**config.mk**
```make
export PLATFORM = sky130hd
export DESIGN_NAME = dual_adc_capture
export DESIGN_NICKNAME = d
export VERILOG_FILES = /design/src/rtl/dac_cap_pkg.sv /design/src/rtl/cap_mode_ctrl.sv /design/src/rtl/cap_lane_sel.sv /design/src/rtl/cap_fifo.sv /design/src/rtl/dual_adc_capture.sv
export SDC_FILE = /design/constraint.sdc
export NUM_CORES = 1
export LEC_CHECK = 0
export BUFFER_PORTS_ARGS = -buffer_cell sky130_fd_sc_hd__clkbuf_2
export CAP_MARGIN = 20
export CORE_MARGIN = 5
export CORE_UTILIZATION = 47
export DETAILED_ROUTE_END_ITERATION = 16
export PLACE_DENSITY_LB_ADDON = 0.05
export RECOVER_POWER = 25
export SLEW_MARGIN = 20
export SYNTH_ARGS = -nofsm -noshare
export SYNTH_HDL_FRONTEND = slang
export SYNTH_SLANG_ARGS = --single-unit
```
**constraint.sdc**
```tcl
create_clock -name clk -period 5.5 [get_ports clk]
set_clock_uncertainty 0.15 [all_clocks]
set_input_delay 0.275 -clock clk [delete_from_list [all_inputs] [get_ports clk]]
set_output_delay 0.275 -clock clk [all_outputs]
set_load 0.03 [all_outputs]
```
**src/rtl/dac_cap_pkg.sv**
```systemverilog
package dac_cap_pkg;
  typedef enum logic [1:0] {
    M_OFF      = 2'b00,
    M_A_ONLY   = 2'b01,
    M_PINGPONG = 2'b10,
    M_ALIGN    = 2'b11
  } cap_mode_e;
endpackage

```
**src/rtl/cap_mode_ctrl.sv**
```systemverilog
module cap_mode_ctrl
  import dac_cap_pkg::*;
#(
  parameter int PIPE_LAT = 5,
  parameter int WAKE_LAT = 10
) (
  input  logic       clk,
  input  logic       rst,
  input  logic [1:0] mode_req,
  input  logic       push,
  output cap_mode_e  sel,
  output logic       live,
  output logic       phase,
  output logic       first_pend
);
  localparam int MAXL = (WAKE_LAT > PIPE_LAT) ? WAKE_LAT : PIPE_LAT;
  localparam int CW   = $clog2(MAXL + 1);

  logic [CW-1:0] blank_cnt;
  logic          load;
  logic          waking;

  assign load   = (mode_req != sel);
  // a channel comes out of power-down
  assign waking = (sel == M_OFF) || (sel == M_A_ONLY && mode_req[1]);
  assign live   = (blank_cnt == '0) && (sel != M_OFF);

  always_ff @(posedge clk) begin
    if (rst) begin
      sel        <= M_OFF;
      blank_cnt  <= '0;
      phase      <= 1'b0;
      first_pend <= 1'b0;
    end else begin
      sel <= cap_mode_e'(mode_req);
      if (load)
        blank_cnt <= waking ? CW'(WAKE_LAT) : CW'(PIPE_LAT);
      else if (blank_cnt != '0)
        blank_cnt <= blank_cnt - 1'b1;
      // phase restarts at zero on the first live cycle
      phase <= (load || blank_cnt != '0) ? 1'b0 : ~phase;
      if (load)
        first_pend <= 1'b1;
      else if (push)
        first_pend <= 1'b0;
    end
  end

  // window never outlasts the wake latency
  p_window_bound_r4: assert property (@(posedge clk) disable iff (rst)
    blank_cnt <= CW'(MAXL));
endmodule

```
**src/rtl/cap_lane_sel.sv**
```systemverilog
module cap_lane_sel
  import dac_cap_pkg::*;
#(
  parameter int SAMPLE_W = 10
) (
  input  logic                clk,
  input  logic                rst,
  input  cap_mode_e           sel,
  input  logic                live,
  input  logic                phase,
  input  logic                fmt_offset,
  input  logic [SAMPLE_W-1:0] a_bus,
  input  logic [SAMPLE_W-1:0] b_bus,
  output logic                push,
  output logic                push_chan,
  output logic [SAMPLE_W-1:0] push_data
);
  logic [SAMPLE_W-1:0] a_fix, b_fix, b_hold;

  // offset binary to two's complement: flip the MSB
  assign a_fix = fmt_offset ? {~a_bus[SAMPLE_W-1], a_bus[SAMPLE_W-2:0]} : a_bus;
  assign b_fix = fmt_offset ? {~b_bus[SAMPLE_W-1], b_bus[SAMPLE_W-2:0]} : b_bus;

  always_comb begin
    push      = 1'b0;
    push_chan = 1'b0;
    push_data = a_fix;
    unique case (sel)
      M_A_ONLY: begin
        push = live;
      end
      M_PINGPONG: begin
        push      = live;
        push_chan = phase;
        push_data = phase ? b_fix : a_fix;
      end
      M_ALIGN: begin
        push      = live;
        push_chan = phase;
        push_data = phase ? b_hold : a_fix;
      end
      default: push = 1'b0;
    endcase
  end

  always_ff @(posedge clk) begin
    if (rst)
      b_hold <= '0;
    else if (sel == M_ALIGN && live && !phase)
      b_hold <= b_fix;
  end

  p_pd_silent_r5: assert property (@(posedge clk) disable iff (rst)
    (sel == M_OFF) |-> !push);

  p_a_only_tag_r6: assert property (@(posedge clk) disable iff (rst)
    (push && sel == M_A_ONLY) |-> !push_chan);
endmodule

```
**src/rtl/cap_fifo.sv**
```systemverilog
module cap_fifo #(
  parameter int WIDTH = 12,
  parameter int DEPTH = 4
) (
  input  logic             clk,
  input  logic             rst,
  input  logic             wr_en,
  input  logic [WIDTH-1:0] wr_data,
  input  logic             rd_ready,
  output logic             rd_valid,
  output logic [WIDTH-1:0] rd_data
);
  localparam int AW = (DEPTH > 1) ? $clog2(DEPTH) : 1;
  localparam int CW = $clog2(DEPTH + 1);

  logic [WIDTH-1:0] mem [DEPTH];
  logic [AW-1:0]    wptr, rptr;
  logic [CW-1:0]    cnt;
  logic             rd, wr;

  assign rd_valid = (cnt != '0);
  assign rd       = rd_valid && rd_ready;
  assign wr       = wr_en && ((cnt != CW'(DEPTH)) || rd);
  assign rd_data  = mem[rptr];

  always_ff @(posedge clk) begin
    if (rst) begin
      wptr <= '0;
      rptr <= '0;
      cnt  <= '0;
    end else begin
      if (wr) wptr <= (wptr == AW'(DEPTH - 1)) ? '0 : wptr + 1'b1;
      if (rd) rptr <= (rptr == AW'(DEPTH - 1)) ? '0 : rptr + 1'b1;
      cnt <= cnt + CW'(wr) - CW'(rd);
    end
  end

  always_ff @(posedge clk) begin
    if (wr) mem[wptr] <= wr_data;
  end

  p_no_overflow_r11: assert property (@(posedge clk) disable iff (rst)
    cnt <= CW'(DEPTH));

  p_stall_hold_r11: assert property (@(posedge clk) disable iff (rst)
    (rd_valid && !rd_ready) |=> (rd_valid && $stable(rd_data)));
endmodule

```
**src/rtl/dual_adc_capture.sv**
```systemverilog
module dual_adc_capture
  import dac_cap_pkg::*;
#(
  parameter int SAMPLE_W = 10,
  parameter int DEPTH    = 4,
  parameter int PIPE_LAT = 5,
  parameter int WAKE_LAT = 10
) (
  input  logic                clk,
  input  logic                rst,
  input  logic [1:0]          mode_req,
  input  logic                fmt_offset,
  output logic [1:0]          adc_sel,
  input  logic [SAMPLE_W-1:0] a_bus,
  input  logic [SAMPLE_W-1:0] b_bus,
  output logic                out_valid,
  input  logic                out_ready,
  output logic [SAMPLE_W-1:0] out_data,
  output logic                out_chan,
  output logic                out_first
);
  localparam int WORD_W = SAMPLE_W + 2;

  cap_mode_e           sel;
  logic                live, phase, first_pend;
  logic                push, push_chan;
  logic [SAMPLE_W-1:0] push_data;
  logic [WORD_W-1:0]   head;

  cap_mode_ctrl #(.PIPE_LAT(PIPE_LAT), .WAKE_LAT(WAKE_LAT)) u_ctrl (
    .clk(clk), .rst(rst), .mode_req(mode_req), .push(push),
    .sel(sel), .live(live), .phase(phase), .first_pend(first_pend)
  );

  cap_lane_sel #(.SAMPLE_W(SAMPLE_W)) u_lane (
    .clk(clk), .rst(rst), .sel(sel), .live(live), .phase(phase),
    .fmt_offset(fmt_offset), .a_bus(a_bus), .b_bus(b_bus),
    .push(push), .push_chan(push_chan), .push_data(push_data)
  );

  cap_fifo #(.WIDTH(WORD_W), .DEPTH(DEPTH)) u_fifo (
    .clk(clk), .rst(rst), .wr_en(push),
    .wr_data({first_pend, push_chan, push_data}),
    .rd_ready(out_ready), .rd_valid(out_valid), .rd_data(head)
  );

  assign adc_sel   = sel;
  assign out_first = head[WORD_W-1];
  assign out_chan  = head[WORD_W-2];
  assign out_data  = head[SAMPLE_W-1:0];

  p_reset_r1: assert property (@(posedge clk)
    rst |=> (!out_valid && adc_sel == 2'b00));

  p_sel_follow_r2: assert property (@(posedge clk) disable iff (rst)
    1'b1 |=> (adc_sel == $past(mode_req)));

  p_align_pair_r8: assert property (@(posedge clk) disable iff (rst)
    (push && sel == M_ALIGN && !push_chan && mode_req == sel) |=> (push && push_chan));

  p_first_once_r10: assert property (@(posedge clk) disable iff (rst)
    (out_valid && out_ready && out_first) |=> !(out_valid && out_first));
endmodule

```
After elaboration in Yosys (flattened, before gate mapping)
Memory sizes are Yosys's and may differ from the RTL's. A register that Yosys moved wholly into a read port is not among the register bits. Cells that the tools add are included.

Register bits: 25. RAM bits: 48. Input bits: 26. Logic and storage cells: 62. Memories kept: 1.

Add/subtract/negate cells: 5. Eq/ne operators: 7. Mux-type cells: 18. Bitwise logic cells: 3. Reductions and logical operators: 20.

Memory list: u_fifo.mem (depth 4, bits a word 12, rd ports 1, clocked after Yosys merged registers in 1, write ports 1, RTL line cap_fifo.sv:16) `logic [WIDTH-1:0] mem [DEPTH];`.

Operators with widths (count): $mux W10 (4); $pmux W10 S2 (1); $mux W4 (3); $eq A2 B2 Y1 const B (4); $mux W2 (4); $logic_and A1 B1 Y1 (6); $mux W1 (6); $reduce_bool A2 Y1 (3); $add A2 B1 Y2 const B (2); $logic_not A4 Y1 (1); $reduce_bool A4 Y1 (1); $reduce_or A2 Y1 (2); $sub A4 B1 Y4 const B (1); $add A3 B1 Y3 (1); $logic_or A1 B1 Y1 (3); $ne A3 B3 Y1 const B (1); $not A1 Y1 (3); $reduce_bool A3 Y1 (1); $reduce_or A3 Y1 (1); $sub A3 B1 Y3 (1); $eq A2 B1 Y1 const B (1); $logic_not A2 Y1 (1); $ne A2 B2 Y1 (1); $logic_not A1 Y1 (1).

Longest topological paths before layout
Word-level depth: 6. Depth in mapped cells: 10. Gate-level depth less buffers: 9.

Cells and area by module
Synthesis repeated with hierarchy kept, for this count alone.

Cell total of the unflattened synthesis: 234. Area total of the unflattened synthesis: 3223.1 µm².

Modules (own cells, without submodules): cap_fifo (instances 1, cells an instance 110, area each 2209.6 µm², sequential area each 1621.6 µm²); cap_lane_sel (instances 1, cells an instance 81, area each 603.1 µm², sequential area each 200.2 µm²); cap_mode_ctrl (instances 1, cells an instance 43, area each 410.4 µm², sequential area each 160.2 µm²).

Worst setup path after synthesis
Ideal clock, no wire load.

Path kind: reg2reg. From: register u_fifo.cnt[0]. To: register u_fifo.cnt[2]. Setup time: 128 ps. Arrival: 2003 ps. Path slack: 3220 ps. Cell stages (with the launch flop): 9. Path buffers: 0. Cells stage by stage: dfxtp_1 > or3_1 > nand3_1 > o21ai_0 > ha_1 > fa_1 > xnor2_1 > xnor2_1 > nor2_1.

Cells in the longest elaborated chain, start to end: 6. Elaborated cells between the ends (all ways): 7. Classes of those cells: 2 x add/sub; 1 x eq/ne; 4 x reduce/logical.

Ends and longest elaborated chain: start, declared (RTL line cap_fifo.sv:18) `logic [CW-1:0] cnt;`; start signal, assigned (RTL line cap_fifo.sv:34) `cnt <= cnt + CW'(wr) - CW'(rd);`; $reduce_bool A3 Y1 * (RTL line cap_fifo.sv:21) `assign rd_valid = (cnt != '0);`; net out_valid (RTL line dual_adc_capture.sv:16) `output logic out_valid,`; $logic_and A1 B1 Y1 * (RTL line cap_fifo.sv:22) `assign rd = rd_valid && rd_ready;`; $logic_or A1 B1 Y1 (RTL line cap_fifo.sv:23) `assign wr = wr_en && ((cnt != CW'(DEPTH)) || rd);`; $logic_and A1 B1 Y1 (RTL line cap_fifo.sv:23); $add A3 B1 Y3 (RTL line cap_fifo.sv:34); $sub A3 B1 Y3 * (RTL line cap_fifo.sv:34).

Mark *: on every way through the listed nets, which the timed path passes. The rest lies on a longest branch. A chain may end at the register's enable or synchronous reset.

Worst setup path in the final report
From: register u_ctrl.blank_cnt[0]. To: memory u_fifo.mem[1][7], enable pin.

Cells in the longest elaborated chain, start to end: 6.

Ends and longest elaborated chain: start, declared (RTL line cap_mode_ctrl.sv:19) `logic [CW-1:0] blank_cnt;`; start signal, assigned (RTL line cap_mode_ctrl.sv:37) `blank_cnt <= waking ? CW'(WAKE_LAT) : CW'(PIPE_LAT);`; start signal, assigned (RTL line cap_mode_ctrl.sv:39) `blank_cnt <= blank_cnt - 1'b1;`; $logic_not A4 Y1 (RTL line cap_mode_ctrl.sv:26) `assign live = (blank_cnt == '0) && (sel != M_OFF);`; $logic_and A1 B1 Y1 (RTL line cap_mode_ctrl.sv:26); $mux W1 (RTL line cap_lane_sel.sv:28) `unique case (sel)`; $logic_and A1 B1 Y1 (RTL line cap_fifo.sv:23); net u_fifo.wr (RTL line cap_fifo.sv:19) `logic rd, wr;`; $mux W1 (RTL line cap_fifo.sv:39) `if (wr) mem[wptr] <= wr_data;`; $mux W1 (not written as such) (RTL line cap_fifo.sv:39); end, declared (RTL line cap_fifo.sv:16).

The timed path passes the listed nets, and every way through them passes these cells.

==> flow_summary.toml <==
[synthesis]
syn_nets = 271
ys_seq_area_share_pct = 61.73
synth_edf_count = 48
syn_avg_cell_area_sq_um = 13.60
syn_area_sq_um = 3211
ys_warn_count = 0
synth_ff_type = "edfxtp_1"
netlist_instances = 236
ys_ff_latch = 75
synth.distinct_cells = 36
ys_async_sr_fraction_pct = 0

[timing]
worstMarginPinSlew_ns = 1.302
whs_ns = 0.02308
slew_violations = 0
hold_viol = 0
setup_tns_ns = 0
maxSlewHeadroom_pct = 13.17
setup-violations-final = 0
period_share_pct = 49.03
max_freq_mhz = 370.8
rsz0062_at_grt = "no"
period_needed_ns = 2.697

[finish]
seq_area_sq_um = 1982
diodes = 0
syn_to_final_growth_pct = 13.21
multi_input_area_sq_um = 1131
final_nets = 309
n_fill_cell = 579
drive_gt1_share_pct = 24.01

[critical_path]
worstPathMaxFanout = 16
crit_buf_inv = 1
crit_chain = "inv_1 -> ha_1 -> or3b_1 -> nor3_4 -> and2_1"
cp_slowest_stage_delay_ns = 0.60
regToRegStartpoint = "u_ctrl.blank_cnt[0]$_SDFFE_PP0P_"
crit_family = "simple AND/OR/NAND/NOR gates"
cpMaxStageDelayCell = "and2_1"
cp.arrival_ns = 2.52
required_ns = 5.33
path_class = "flip-flop to flip-flop"
worstSetupStartpoint = "u_ctrl.blank_cnt[0]$_SDFFE_PP0P_"
rrSetupSlack_ns = 2.80
startpoint_type = "flip-flop"
crit_path_end_kind = "flip-flop"

[routing]
wl_per_cell_um = 16.42
vias = 1900
dr.pass1.iters = 4
drc = 0
drtIter0Drc = 80
ant_nets = 0
vias_per_cell = 5.292
routed_wl_um = 5896

[power]
ir_drop_mv = 0.1884
p_leak_nw = 1.310
powerDensity_nw_per_um2 = 378.7

[cts]
post_cts.repair.setup_buffers = 0
tritoncts = "done"
htree_levels = 3
clkLatencyLatePin_ns = 0.34
root_buffer = "clkbuf_8"
path_clk_slew_ns = 0.08
cts_hold_buf = 0
cts.sinks = 75
cts_resized = 0
numCtsBuffers = 9
clk_path_buf_depth = 2

[die]
fp-row-count = 30
start_util_pct = 47.78
core_sq_um = 6719
die-height_um = 92.65
die_area_sq_um = 8584
pin_count = 41
die_w_um = 92.65

[hold_path]
hp-start = "b_bus[3]"
hold_path_class = "primary input to flip-flop"

[run]
drv_cap = 0

[placement]
hpwl_um = 4053
place_congestion = 0.7477
portBuffers = 40

[global_route]
grt_use_total_pct = 15.05
grt_pass1_wl_um = 9687
gr-total-overflow = 0
grt_pass1_vias = 1874
antenna_found_initial = 0
grt_max_degree = 31

[run_status]
status = "completed"
## cells by family (layout without fill, tap and decap cells)
| kind of cell | after synthesis | in the layout | share of synthesized area, % |
|---|---|---|---|
| compound gates | 41 | 41 | 6.976 |
| xor+xnor | 9 | 9 | 2.455 |
| fa+ha+maj | 9 | 9 | 3.741 |
| buf+inv | 21 | 64 | 3.040 |
| flops | 75 | 75 | 61.73 |
| mux | 25 | 25 | 12.63 |
| simple gates | 56 | 56 | 9.432 |
## flip-flops by register name, indices dropped and copies added (netlist names), named ones only
name,cells
u_fifo.wptr,2
u_ctrl.sel,2
u_fifo.mem,48
u_ctrl.blank_cnt,4
u_fifo.rptr,2
u_ctrl.phase,1
u_fifo.cnt,3
u_lane.b_hold,10
u_ctrl.first_pend,1
## cells in the mapped netlist (all sizes together) (3+ instances only)
master	count	area, sq um
a21oi	24	120.1
and2	6	37.54
buf	6	41.28
clkbuf	8	30.03
dfxtp	27	540.5
edfxtp	48	1441
ha	8	100.1
inv	7	26.28
mux2i	12	120.1
mux4	12	270.3
nand2b	3	18.77
nand3	10	50.05
nor2	18	67.56
nor2b	3	18.77
nor3	5	36.29
o21ai	11	55.05
xnor2	4	35.03
xor2	5	43.79
## per-stage QoR
step | instance area [sq um] | utilization [%] | instances | power (mW) | setup WS (ns)
after floorplan | 3211 | - | 236 | 0.9104 | 3.220
after global routing | 3635 | 54.10 | 359 | 1.447 | 2.561
after CTS | 3638 | 54.15 | 359 | 1.397 | 2.756
after detailed placement | 3447 | 51.30 | 343 | 0.9860 | 2.760
after global placement | 3447 | 51.30 | 343 | 0.9834 | 2.812
final | 3635 | 54.10 | 359 | 1.376 | 2.803
## worst min-delay path: stages
cell and delay (ns):
clkbuf_2 0.09, nand3_1 0.06, a21oi_1 0.05
## where the power goes
part           leakage (nW)  switching (mW)  internal [mW]
Sequential            0.660          0.0438          0.632
Clock                0.0947           0.204          0.208
Combinational         0.555           0.163          0.126
## layout by cell type, fill, tap and decap left out, types with 2 or more instances in the layout
cell / n
edfxtp_1: 48
clkbuf_2: 37
dfxtp_1: 27
a21oi_1: 24
nor2_1: 18
mux2i_1: 12
mux4_2: 12
o21ai_0: 11
nand3_1: 10
clkbuf_8: 9
ha_1: 8
inv_1: 7
xor2_1: 5
and2_1: 5
xnor2_1: 4
nor3_1: 4
nand2b_1: 3
nor2b_1: 3
clkbuf_1: 3
or3_1: 2
a211oi_1: 2
o41ai_1: 2
nand2_1: 2
clkinv_1: 2
## final timing paths
kind | endpoint | depth (start not counted)
worst max-delay path | u_fifo.mem[1][7]$_DFFE_PP_ | 5
worst min-delay path | u_lane.b_hold[3]$_SDFFE_PP0P_ | 3
worst min register to register | u_ctrl.phase$_SDFF_PP0_ | 1
worst max register to register | u_fifo.mem[1][7]$_DFFE_PP_ | 5
## final cells by class
class                   count  area share (%)
clock buffers               9           3.408
repair buffers             41           5.611
multi-input cells         140           31.12
flip-flops and latches     75           54.53
well taps                  80           2.754
inverters                   7          0.7229
clock inverters             7           1.859
## layer usage
layer	vias to the layer above	global-route usage, %	routed length, um
met5	-	0	0
met4	0	8.181	150
met3	16	3.574	174
met2	35	23.32	2807
met1	898	19.54	2764
li1	951	-	-
(Power assumes the default switching activity.)
